<file path="src/rtl/hbi_pkg.sv">
package hbi_pkg;

   typedef enum logic [1:0] {
      BUS_MUX8    = 2'd0,
      BUS_MUX16   = 2'd1,
      BUS_MUX8_ES = 2'd2,
      BUS_DIRECT8 = 2'd3
   } bus_mode_e;

   typedef enum logic [2:0] {
      ST_IDLE,
      ST_FAST_RD,
      ST_RD_WAIT,
      ST_RD_MEM,
      ST_RD_HOLD,
      ST_WR_WAIT,
      ST_WR_OPEN
   } acc_state_e;

endpackage

</file>
<file path="src/rtl/hbi_strobe_decode.sv">
module hbi_strobe_decode
   import hbi_pkg::*;
(
   input  bus_mode_e  mode,
   input  logic       cs_n,
   input  logic       rd_n,
   input  logic       wr_n,
   input  logic       wrh_n,
   output logic       act,
   output logic       is_rd,
   output logic [1:0] be
);
   always_comb begin
      act   = 1'b0;
      is_rd = 1'b0;
      be    = 2'b00;
      unique case (mode)
         BUS_MUX8: begin
            act   = !cs_n && (!rd_n || !wr_n);
            is_rd = !rd_n;
         end
         BUS_MUX16: begin
            act   = !cs_n && (!rd_n || !wr_n || !wrh_n);
            is_rd = !rd_n;
            be    = is_rd ? 2'b11 : {!wrh_n, !wr_n};
         end
         BUS_MUX8_ES: begin
            act   = !cs_n && rd_n;
            is_rd = wr_n;
         end
         BUS_DIRECT8: begin
            act   = !cs_n;
            is_rd = wr_n;
         end
         default: ;
      endcase
   end
endmodule

</file>
<file path="src/rtl/hbi_addr_hold.sv">
module hbi_addr_hold #(
   parameter int ADDR_W = 8
) (
   input  logic              clk,
   input  logic              rst_n,
   input  logic              ale_s,
   input  logic [ADDR_W-1:0] bus_s,
   output logic [ADDR_W-1:0] addr_q
);
   // follows the bus while the strobe is high, freezes once it falls
   always_ff @(posedge clk or negedge rst_n) begin
      if (!rst_n)     addr_q <= '0;
      else if (ale_s) addr_q <= bus_s;
   end
endmodule

</file>
<file path="src/rtl/hbi_regmem.sv">
module hbi_regmem #(
   parameter int WORD_AW = 7,
   parameter int LANES   = 2,
   parameter int LAT     = 4
) (
   input  logic                 clk,
   input  logic                 rst_n,
   input  logic                 start,
   input  logic                 we,
   input  logic [WORD_AW-1:0]   addr,
   input  logic [8*LANES-1:0]   wdata,
   input  logic [LANES-1:0]     be,
   output logic                 busy,
   output logic                 done,
   output logic [8*LANES-1:0]   rdata
);
   localparam int DW    = 8 * LANES;
   localparam int DEPTH = 1 << WORD_AW;
   localparam int CW    = $clog2(LAT + 1);

   generate
      if (LAT < 1) begin : g_bad_lat
         $error("hbi_regmem: LAT must be at least 1");
      end
   endgenerate

   logic [DW-1:0]      mem [DEPTH];
   logic [CW-1:0]      cnt;
   logic               op_we;
   logic [WORD_AW-1:0] op_addr;
   logic [DW-1:0]      op_data;
   logic [LANES-1:0]   op_be;
   logic               fin;

   assign fin = busy && (cnt == '0);

   always_ff @(posedge clk or negedge rst_n) begin
      if (!rst_n) begin
         busy    <= 1'b0;
         done    <= 1'b0;
         cnt     <= '0;
         op_we   <= 1'b0;
         op_addr <= '0;
         op_data <= '0;
         op_be   <= '0;
         rdata   <= '0;
      end else begin
         done <= 1'b0;
         if (start) begin
            busy    <= 1'b1;
            cnt     <= CW'(LAT - 1);
            op_we   <= we;
            op_addr <= addr;
            op_data <= wdata;
            op_be   <= be;
         end else if (fin) begin
            busy <= 1'b0;
            done <= 1'b1;
            if (!op_we) rdata <= mem[op_addr];
         end else if (busy) begin
            cnt <= cnt - 1'b1;
         end
      end
   end

   always_ff @(posedge clk) begin
      if (fin && op_we) begin
         for (int b = 0; b < LANES; b++) begin
            if (op_be[b]) mem[op_addr][b*8 +: 8] <= op_data[b*8 +: 8];
         end
      end
   end
endmodule

</file>
<file path="src/rtl/host_bus_if.sv">
module host_bus_if
   import hbi_pkg::*;
#(
   parameter int ADDR_W  = 8,
   parameter int MEM_LAT = 4
) (
   input  logic              clk,
   input  logic              rst_n,
   input  logic [1:0]        mode,
   input  logic              cs_n,
   input  logic              ale,
   input  logic              rd_n,
   input  logic              wr_n,
   input  logic              wrh_n,
   input  logic [ADDR_W-1:0] addr_in,
   input  logic [15:0]       ad_in,
   output logic [15:0]       ad_out,
   output logic              ad_oe,
   output logic              ready_n,
   output logic              ready_oe,
   output logic              serial_sel,
   output logic              int_alt_sel
);
   localparam int LANES   = 2;
   localparam int BUS_W   = 8 * LANES;
   localparam int WORD_AW = ADDR_W - 1;

   generate
      if (ADDR_W < 4 || ADDR_W > 12) begin : g_bad_aw
         $error("host_bus_if: ADDR_W must lie in 4..12");
      end
   endgenerate

   bus_mode_e bmode;
   assign bmode = bus_mode_e'(mode);
   logic wide;
   assign wide = (bmode == BUS_MUX16);

   // single-stage sampling of the host pins
   logic              s_cs_n, s_ale, s_rd_n, s_wr_n, s_wrh_n;
   logic [ADDR_W-1:0] s_addr;
   logic [BUS_W-1:0]  s_ad;
   always_ff @(posedge clk or negedge rst_n) begin
      if (!rst_n) begin
         s_cs_n <= 1'b1; s_ale <= 1'b0; s_rd_n <= 1'b1;
         s_wr_n <= 1'b1; s_wrh_n <= 1'b1; s_addr <= '0; s_ad <= '0;
      end else begin
         s_cs_n <= cs_n; s_ale <= ale; s_rd_n <= rd_n;
         s_wr_n <= wr_n; s_wrh_n <= wrh_n; s_addr <= addr_in; s_ad <= ad_in;
      end
   end

   // strap check in the first cycle after reset
   logic started, serial_q;
   always_ff @(posedge clk or negedge rst_n) begin
      if (!rst_n) begin
         started  <= 1'b0;
         serial_q <= 1'b0;
      end else if (!started) begin
         started  <= 1'b1;
         serial_q <= (bmode == BUS_MUX8) && !rd_n && !wr_n;
      end
   end
   assign serial_sel = serial_q;

   logic       dec_act, dec_rd;
   logic [1:0] dec_be;
   hbi_strobe_decode u_dec (
      .mode(bmode), .cs_n(s_cs_n), .rd_n(s_rd_n), .wr_n(s_wr_n), .wrh_n(s_wrh_n),
      .act(dec_act), .is_rd(dec_rd), .be(dec_be)
   );

   logic [ADDR_W-1:0] lat_addr;
   hbi_addr_hold #(.ADDR_W(ADDR_W)) u_alat (
      .clk(clk), .rst_n(rst_n), .ale_s(s_ale), .bus_s(s_ad[ADDR_W-1:0]), .addr_q(lat_addr)
   );

   logic act, p_act, start, stop;
   assign act   = dec_act && started && !serial_q;
   assign start = act && !p_act;
   assign stop  = !act && p_act;

   function automatic logic fast_hit(input logic [ADDR_W-1:0] a, input logic wd);
      logic [WORD_AW-1:0] w;
      w = a[ADDR_W-1:1];
      return (w == WORD_AW'(2)) || ((w == WORD_AW'(1)) && (wd || !a[0]));
   endfunction

   logic [ADDR_W-1:0] eff_addr, acc_addr;
   logic [1:0]        acc_be;
   logic              start_fast, acc_fast;
   assign eff_addr   = (bmode == BUS_DIRECT8) ? s_addr : lat_addr;
   assign start_fast = fast_hit(eff_addr, wide);
   assign acc_fast   = fast_hit(acc_addr, wide);

   acc_state_e       state;
   logic [BUS_W-1:0] d_hold, rword;
   logic [7:0]       r_cfg, r_lo, r_hi;

   // lane data and enables for the write being committed
   logic [1:0]       wr_be;
   logic [BUS_W-1:0] wr_data;
   logic             commit, cfg_wr;
   assign wr_be   = wide ? acc_be : (acc_addr[0] ? 2'b10 : 2'b01);
   assign wr_data = wide ? d_hold : {d_hold[7:0], d_hold[7:0]};
   assign commit  = (state == ST_WR_OPEN) && stop;
   assign cfg_wr  = commit && acc_fast && (acc_addr[ADDR_W-1:1] == WORD_AW'(1)) && wr_be[0];

   logic               mem_start, mem_busy, mem_done;
   logic [BUS_W-1:0]   mem_rdata;
   logic [WORD_AW-1:0] mem_addr;
   assign mem_start = (state == ST_IDLE && start && dec_rd && !start_fast && !mem_busy)
                   || (state == ST_RD_WAIT && !stop && !mem_busy)
                   || (commit && !acc_fast);
   assign mem_addr  = (state == ST_IDLE) ? eff_addr[ADDR_W-1:1] : acc_addr[ADDR_W-1:1];

   hbi_regmem #(.WORD_AW(WORD_AW), .LANES(LANES), .LAT(MEM_LAT)) u_mem (
      .clk(clk), .rst_n(rst_n), .start(mem_start), .we(state == ST_WR_OPEN),
      .addr(mem_addr), .wdata(wr_data), .be(wr_be),
      .busy(mem_busy), .done(mem_done), .rdata(mem_rdata)
   );

   always_ff @(posedge clk or negedge rst_n) begin
      if (!rst_n) begin
         state    <= ST_IDLE;
         p_act    <= 1'b0;
         acc_addr <= '0;
         acc_be   <= '0;
         d_hold   <= '0;
         rword    <= '0;
         r_cfg    <= '0;
         r_lo     <= '0;
         r_hi     <= '0;
      end else begin
         p_act <= act;
         if (act) d_hold <= s_ad;
         unique case (state)
            ST_IDLE: if (start) begin
               acc_addr <= eff_addr;
               acc_be   <= dec_be;
               if (dec_rd) state <= start_fast ? ST_FAST_RD : (mem_busy ? ST_RD_WAIT : ST_RD_MEM);
               else        state <= mem_busy ? ST_WR_WAIT : ST_WR_OPEN;
            end
            ST_FAST_RD, ST_RD_HOLD: if (!act) state <= ST_IDLE;
            ST_RD_WAIT: begin
               if (stop)           state <= ST_IDLE;
               else if (!mem_busy) state <= ST_RD_MEM;
            end
            ST_RD_MEM: begin
               if (mem_done) begin
                  rword <= mem_rdata;
                  r_lo  <= mem_rdata[7:0];
                  r_hi  <= mem_rdata[15:8];
                  state <= act ? ST_RD_HOLD : ST_IDLE;
               end else if (stop) state <= ST_IDLE;
            end
            ST_WR_WAIT: begin
               if (stop)           state <= ST_IDLE;
               else if (!mem_busy) state <= ST_WR_OPEN;
            end
            ST_WR_OPEN: if (stop) begin
               if (acc_fast && acc_addr[ADDR_W-1:1] == WORD_AW'(1)) begin
                  if (wr_be[0]) r_cfg <= wr_data[7:0];
               end else if (acc_fast) begin
                  if (wr_be[0]) r_lo <= wr_data[7:0];
                  if (wr_be[1]) r_hi <= wr_data[15:8];
               end
               state <= ST_IDLE;
            end
            default: state <= ST_IDLE;
         endcase
      end
   end

   logic [BUS_W-1:0] fast_word, out_word;
   assign fast_word = (acc_addr[ADDR_W-1:1] == WORD_AW'(1)) ? {8'h00, r_cfg} : {r_hi, r_lo};
   assign out_word  = (state == ST_FAST_RD) ? fast_word : rword;
   assign ad_out    = wide ? out_word
                           : {8'h00, (acc_addr[0] ? out_word[15:8] : out_word[7:0])};
   assign ad_oe     = (state == ST_FAST_RD) || (state == ST_RD_HOLD);

   logic idle_wait;
   assign idle_wait = (state == ST_IDLE) && start && (dec_rd ? !start_fast : mem_busy);
   assign ready_oe  = idle_wait || (state == ST_RD_WAIT) || (state == ST_RD_MEM)
                   || (state == ST_WR_WAIT);
   assign ready_n   = !ready_oe;
   assign int_alt_sel = r_cfg[2];
endmodule

</file>
<file path="config.mk">
export PLATFORM = sky130hd
export DESIGN_NAME = host_bus_if
export DESIGN_NICKNAME = d
export VERILOG_FILES = /design/src/rtl/hbi_pkg.sv /design/src/rtl/hbi_strobe_decode.sv /design/src/rtl/hbi_addr_hold.sv /design/src/rtl/hbi_regmem.sv /design/src/rtl/host_bus_if.sv
export SDC_FILE = /design/constraint.sdc
export NUM_CORES = 2
export LEC_CHECK = 0
export BUFFER_PORTS_ARGS = -buffer_cell sky130_fd_sc_hd__buf_2
export CORE_MARGIN = 1
export CORE_UTILIZATION = 48
export CTS_BUF_LIST = sky130_fd_sc_hd__clkbuf_4
export DETAILED_ROUTE_END_ITERATION = 16
export MAX_ROUTING_LAYER = met4
export SETUP_SLACK_MARGIN = 0.5
export SLEW_MARGIN = 15
export SYNTH_ARGS = -nofsm -noshare
export SYNTH_HDL_FRONTEND = slang
export SYNTH_SLANG_ARGS = --single-unit
</file>
<file path="constraint.sdc">
create_clock -name clk -period 7.14 [get_ports clk]
set_input_delay 0 -clock clk [delete_from_list [all_inputs] [get_ports clk]]
set_output_delay 0 -clock clk [all_outputs]
set_load 0.01 [all_outputs]
</file>
==> metrics.md <==
| Metric | Value |
|---|---|
| Post-CTS Resized | `0` |
| Crit-path cells | `buf_4, nor2b_4, buf_4, a22oi_1, o221ai_1, a221o_1, nor4_1, o2111ai_1, mux2_2` |
| Core region area | `between 150000 and 200000 sq um` |
| CP required | `about 8.4 ns` |
| Clock Latency Late Sink | `roughly 1.4 ns` |
| Most used DFF post-synth | `edfxtp_1` |
| Slew @ Worst Pin | `approximately 1.2 ns` |
| Area growth syn-to-layout | `12.48%` |
| Final min period | `between 4 and 5 ns` |
| TritonCTS clock tree | `yes` |
| Share of layout cells above drive strength 1 | `0.2542` |
| Post-CTS Hold Fix Bufs | `97` |
| DRT Wirelength | `roughly 280000 um` |
| Fmax achieved | `219.4 MHz` |
| Reg clk slew, reported paths | `0.07 ns` |
| Mapped Area | `86580 sq um` |
| Number of antenna violations at the first check in global routing | `15` |
| Hold WC Path Type | `in -> reg` |
| First-pass GRT wire length | `394300 um` |
| Fin worst setup slack | `approximately 2.6 ns` |
| Maxcap violations | `0` |
| Sequential share of the synthesized area | `0.7555` |
| Reg2reg start | `u_mem.op_addr[2]` |
| CP top delay family | `compound AO/OA/AOI/OAI gates` |
| CP Class | `reg -> reg` |
| Share of the synthesized area in the top cell type | `0.7104` |
| GR Util All Layers | `0.3175` |
| Status | `finished, final reports clean` |
| Post-CTS Setup Bufs | `0` |
| Crit. End Element | `flop` |
| Crit path max fanout | `47` |
| Fin crit share | `0.6383` |
| Clock skew | `between 0.09 and 0.1 ns` |
| CP max-delay cell | `dfrtp_4` |
| Largest stage delay, worst path | `about 0.83 ns` |
| Max Root-Sink Buffers | `4` |
| #FFs+latches synth | `2204` |
| CP startpoint kind | `flop` |
| Pre-CTS setup slack | `2.647 ns` |
| Placed Cells | `a little over 7000` |
| Largest family of logic cells by synthesized area | `multiplexers` |
| Adder-cell share of the synthesized area | `0.0008671` |
| Buf/Inv on CP | `2` |
| Post-DP HPWL | `approximately 160000 um` |
| Post-Syn Nets | `about 5000` |
| First-pass DRT Iterations | `8` |
| Via density | `6.475` |
| DRT antenna net count | `0` |
| Die area | `between 150000 and 200000 sq um` |
| Post-synthesis simple-gate area fraction | `0.04026` |
| Die width | `roughly 430 um` |
| I/O pin total | `54` |
| I/O Buffers | `between 50 and 60` |
| First DRT Iteration DRCs | `just over 8000` |
| Worst rel slew slack | `0.1938` |
| CP dominant cell by count | `buf_4` |
| Final Max Tran Viols | `0` |
| Via count | `approximately 54000` |
| WHS Endpoint | `acc_addr[4]` |
| Htree depth | `6` |
| Yosys top cell by area | `edfxtp_1` |
| CTS Buf Count | `580` |
| FFs w/ async S/R, synth | `0.07078` |
| Critical path arrival | `slightly below 6 ns` |
| Layout Cell Area excl Fill | `97380 sq um` |
| Synth Area in Compound Gates | `0.08709` |
| Worst hold start | `mode[1]` |
| GP Congestion | `a little under 1` |
| Leakage Power | `approximately 32 nW` |
| FF-to-FF setup slack | `approximately 2.6 ns` |
| Post-synth EDFFs | `2048` |
| Hold Crit Depth | `5` |
| PD cells | `roughly 410 nW/um^2` |
| Yosys warnings | `0` |
| Final Hold Viols | `0` |
| Ranking of synthesized cells by area | `edfxtp_1, dfrtp_1, mux2_2` |
| Mux share of post-synthesis cell area | `0.09481` |
| Final std cells w/o fill | `8307` |
| Die height | `around 430 um` |
| Unrepaired setup endpoints after global routing | `false` |
| Avg Cell Area, Syn | `17.13 sq um` |
| Cells after Synth | `5055` |
| Gr ovfl total | `0` |
| Setup TNS | `0 ns` |
| Number of clock sinks | `2204` |
| FP Rows | `between 150 and 200` |
| Yosys cell types | `80` |
| VDD IR max | `~0.26 mV` |
| DRC viols | `0` |
| End of the worst register-to-register path | `u_mem.rdata[11]` |
| Xor/xnor share of the synthesized area | `0.0002023` |
| Routed len/inst | `between 30 and 40 um` |
| Placed Instance Area | `89460 sq um` |
| CTS Root Cell | `clkbuf_4` |
| Largest net degree at the start of global routing | `between 90 and 100` |
| Initial Util | `0.4842` |
| R2R depth | `9` |
| Setup-failing EPs final | `0` |
| Vias in the first global route | `52320` |
| Final Net Count | `between 5000 and 6000` |
cell families (layout without fill, tap and decap cells):
group / Yosys count / in the layout
compound gates: 1019 / 1019
xor+xnor: 2 / 2
fa+ha+maj: 6 / 6
buf+inv: 377 / 1259
flops: 2204 / 2204
mux: 637 / 637
other cells: 1 / 16
simple gates: 809 / 809
registers in the layout, summed over array words and instances, names as in the netlist, 16 cells and up:
name           cells
u_mem.mem       2048
d_hold            16
rword             16
s_ad              16
u_mem.op_data     16
u_mem.rdata       16
worst min-delay path, stage by stage:
cell           delay (ns)
dlygate4sd3_1        0.53
buf_2                0.15
ha_1                 0.43
mux2i_1              0.23
o21ai_0              0.14
metal layers:
metal / track usage / part of all wire / vias up
met4: 0.1371 / 0.044 / 0
met2: 0.4572 / 0.45 / 3825
met5: - / 0 / -
li1: - / - / 21747
met1: 0.4219 / 0.39 / 27525
met3: 0.09003 / 0.12 / 691
layout make-up:
type	instances	area, sq um
fillers	14412	81430
flip-flops and latches	2204	65480
multi-input cells	2474	19470
clock buffers	839	6299
well taps	2355	2947
repair buffers	288	2439
clock inverters	107	599.3
inverters	25	106.4
diodes	15	37.54
where the power goes:
part | switching [W] | internal (W)
clock network | 0.00513 | 0.00560
registers | 0.00129 | 0.0160
logic | 0.00834 | 0.00352
cells in the mapped netlist (20+ instances only):
cell	instances
edfxtp_1	2048
nor2_1	392
nand2_1	268
mux2i_1	262
mux2_2	254
a221oi_1	240
o21ai_0	156
a22oi_1	154
dfrtp_1	152
clkbuf_1	150
mux4_2	121
buf_2	107
a21oi_1	98
o22ai_1	95
a221o_1	58
buf_4	43
buf_1	35
a22o_1	28
o221ai_1	27
o2bb2ai_1	23
nand2b_1	22
inv_1	21
nor2b_1	20
o211ai_1	20
cell usage in the layout (no fill, tap or decap), drive strengths merged, types with 11 or more instances in the layout:
master,instances
edfxtp,2048
clkbuf,839
nor2,393
nand2,268
mux2i,262
mux2,254
a221oi,240
buf,192
o21ai,158
a22oi,154
dfrtp,152
mux4,121
a21oi,98
dlygate4sd3,96
o22ai,95
clkinv,79
a221o,58
inv,44
a22o,28
o221ai,27
o2bb2ai,23
nand2b,22
o211ai,20
nor2b,20
o22a,18
a211oi,17
and3,17
diode,15
and2,14
a31oi,13
nor4,12
o2111ai,11
a2111oi,11
through the flow:
stage | power (W) | hold slack [ns] | util
3_5_place_dp | 0.02893 | -0.09081 | 0.5003
5_1_grt | 0.04087 | 0.1612 | 0.5446
3_3_place_gp | 0.02883 | -0.09394 | 0.5003
6_report | 0.03984 | 0.1432 | 0.5446
4_1_cts | 0.03956 | 0.005528 | 0.5444
2_1_floorplan | 0.02344 | -0.2956 | -
how the worst max path moves through the flow:
| stage | slack (ns) | end | from | cells past startpoint |
|---|---|---|---|---|
| detailed placement | 2.65 | u_mem.rdata[3] | u_mem.op_addr[1] | 9 |
| global placement | 2.71 | u_mem.rdata[3] | u_mem.op_addr[1] | 9 |
| CTS | 2.65 | u_mem.rdata[3] | u_mem.op_addr[1] | 9 |
| global route | 2.50 | u_mem.rdata[11] | u_mem.op_addr[2] | 9 |
| floorplan | 4.43 | u_mem.mem[113][0] | u_mem.op_addr[2] | 9 |
| finish | 2.58 | u_mem.rdata[11] | u_mem.op_addr[2] | 9 |
Note: power is estimated with default switching activity, not from simulation.
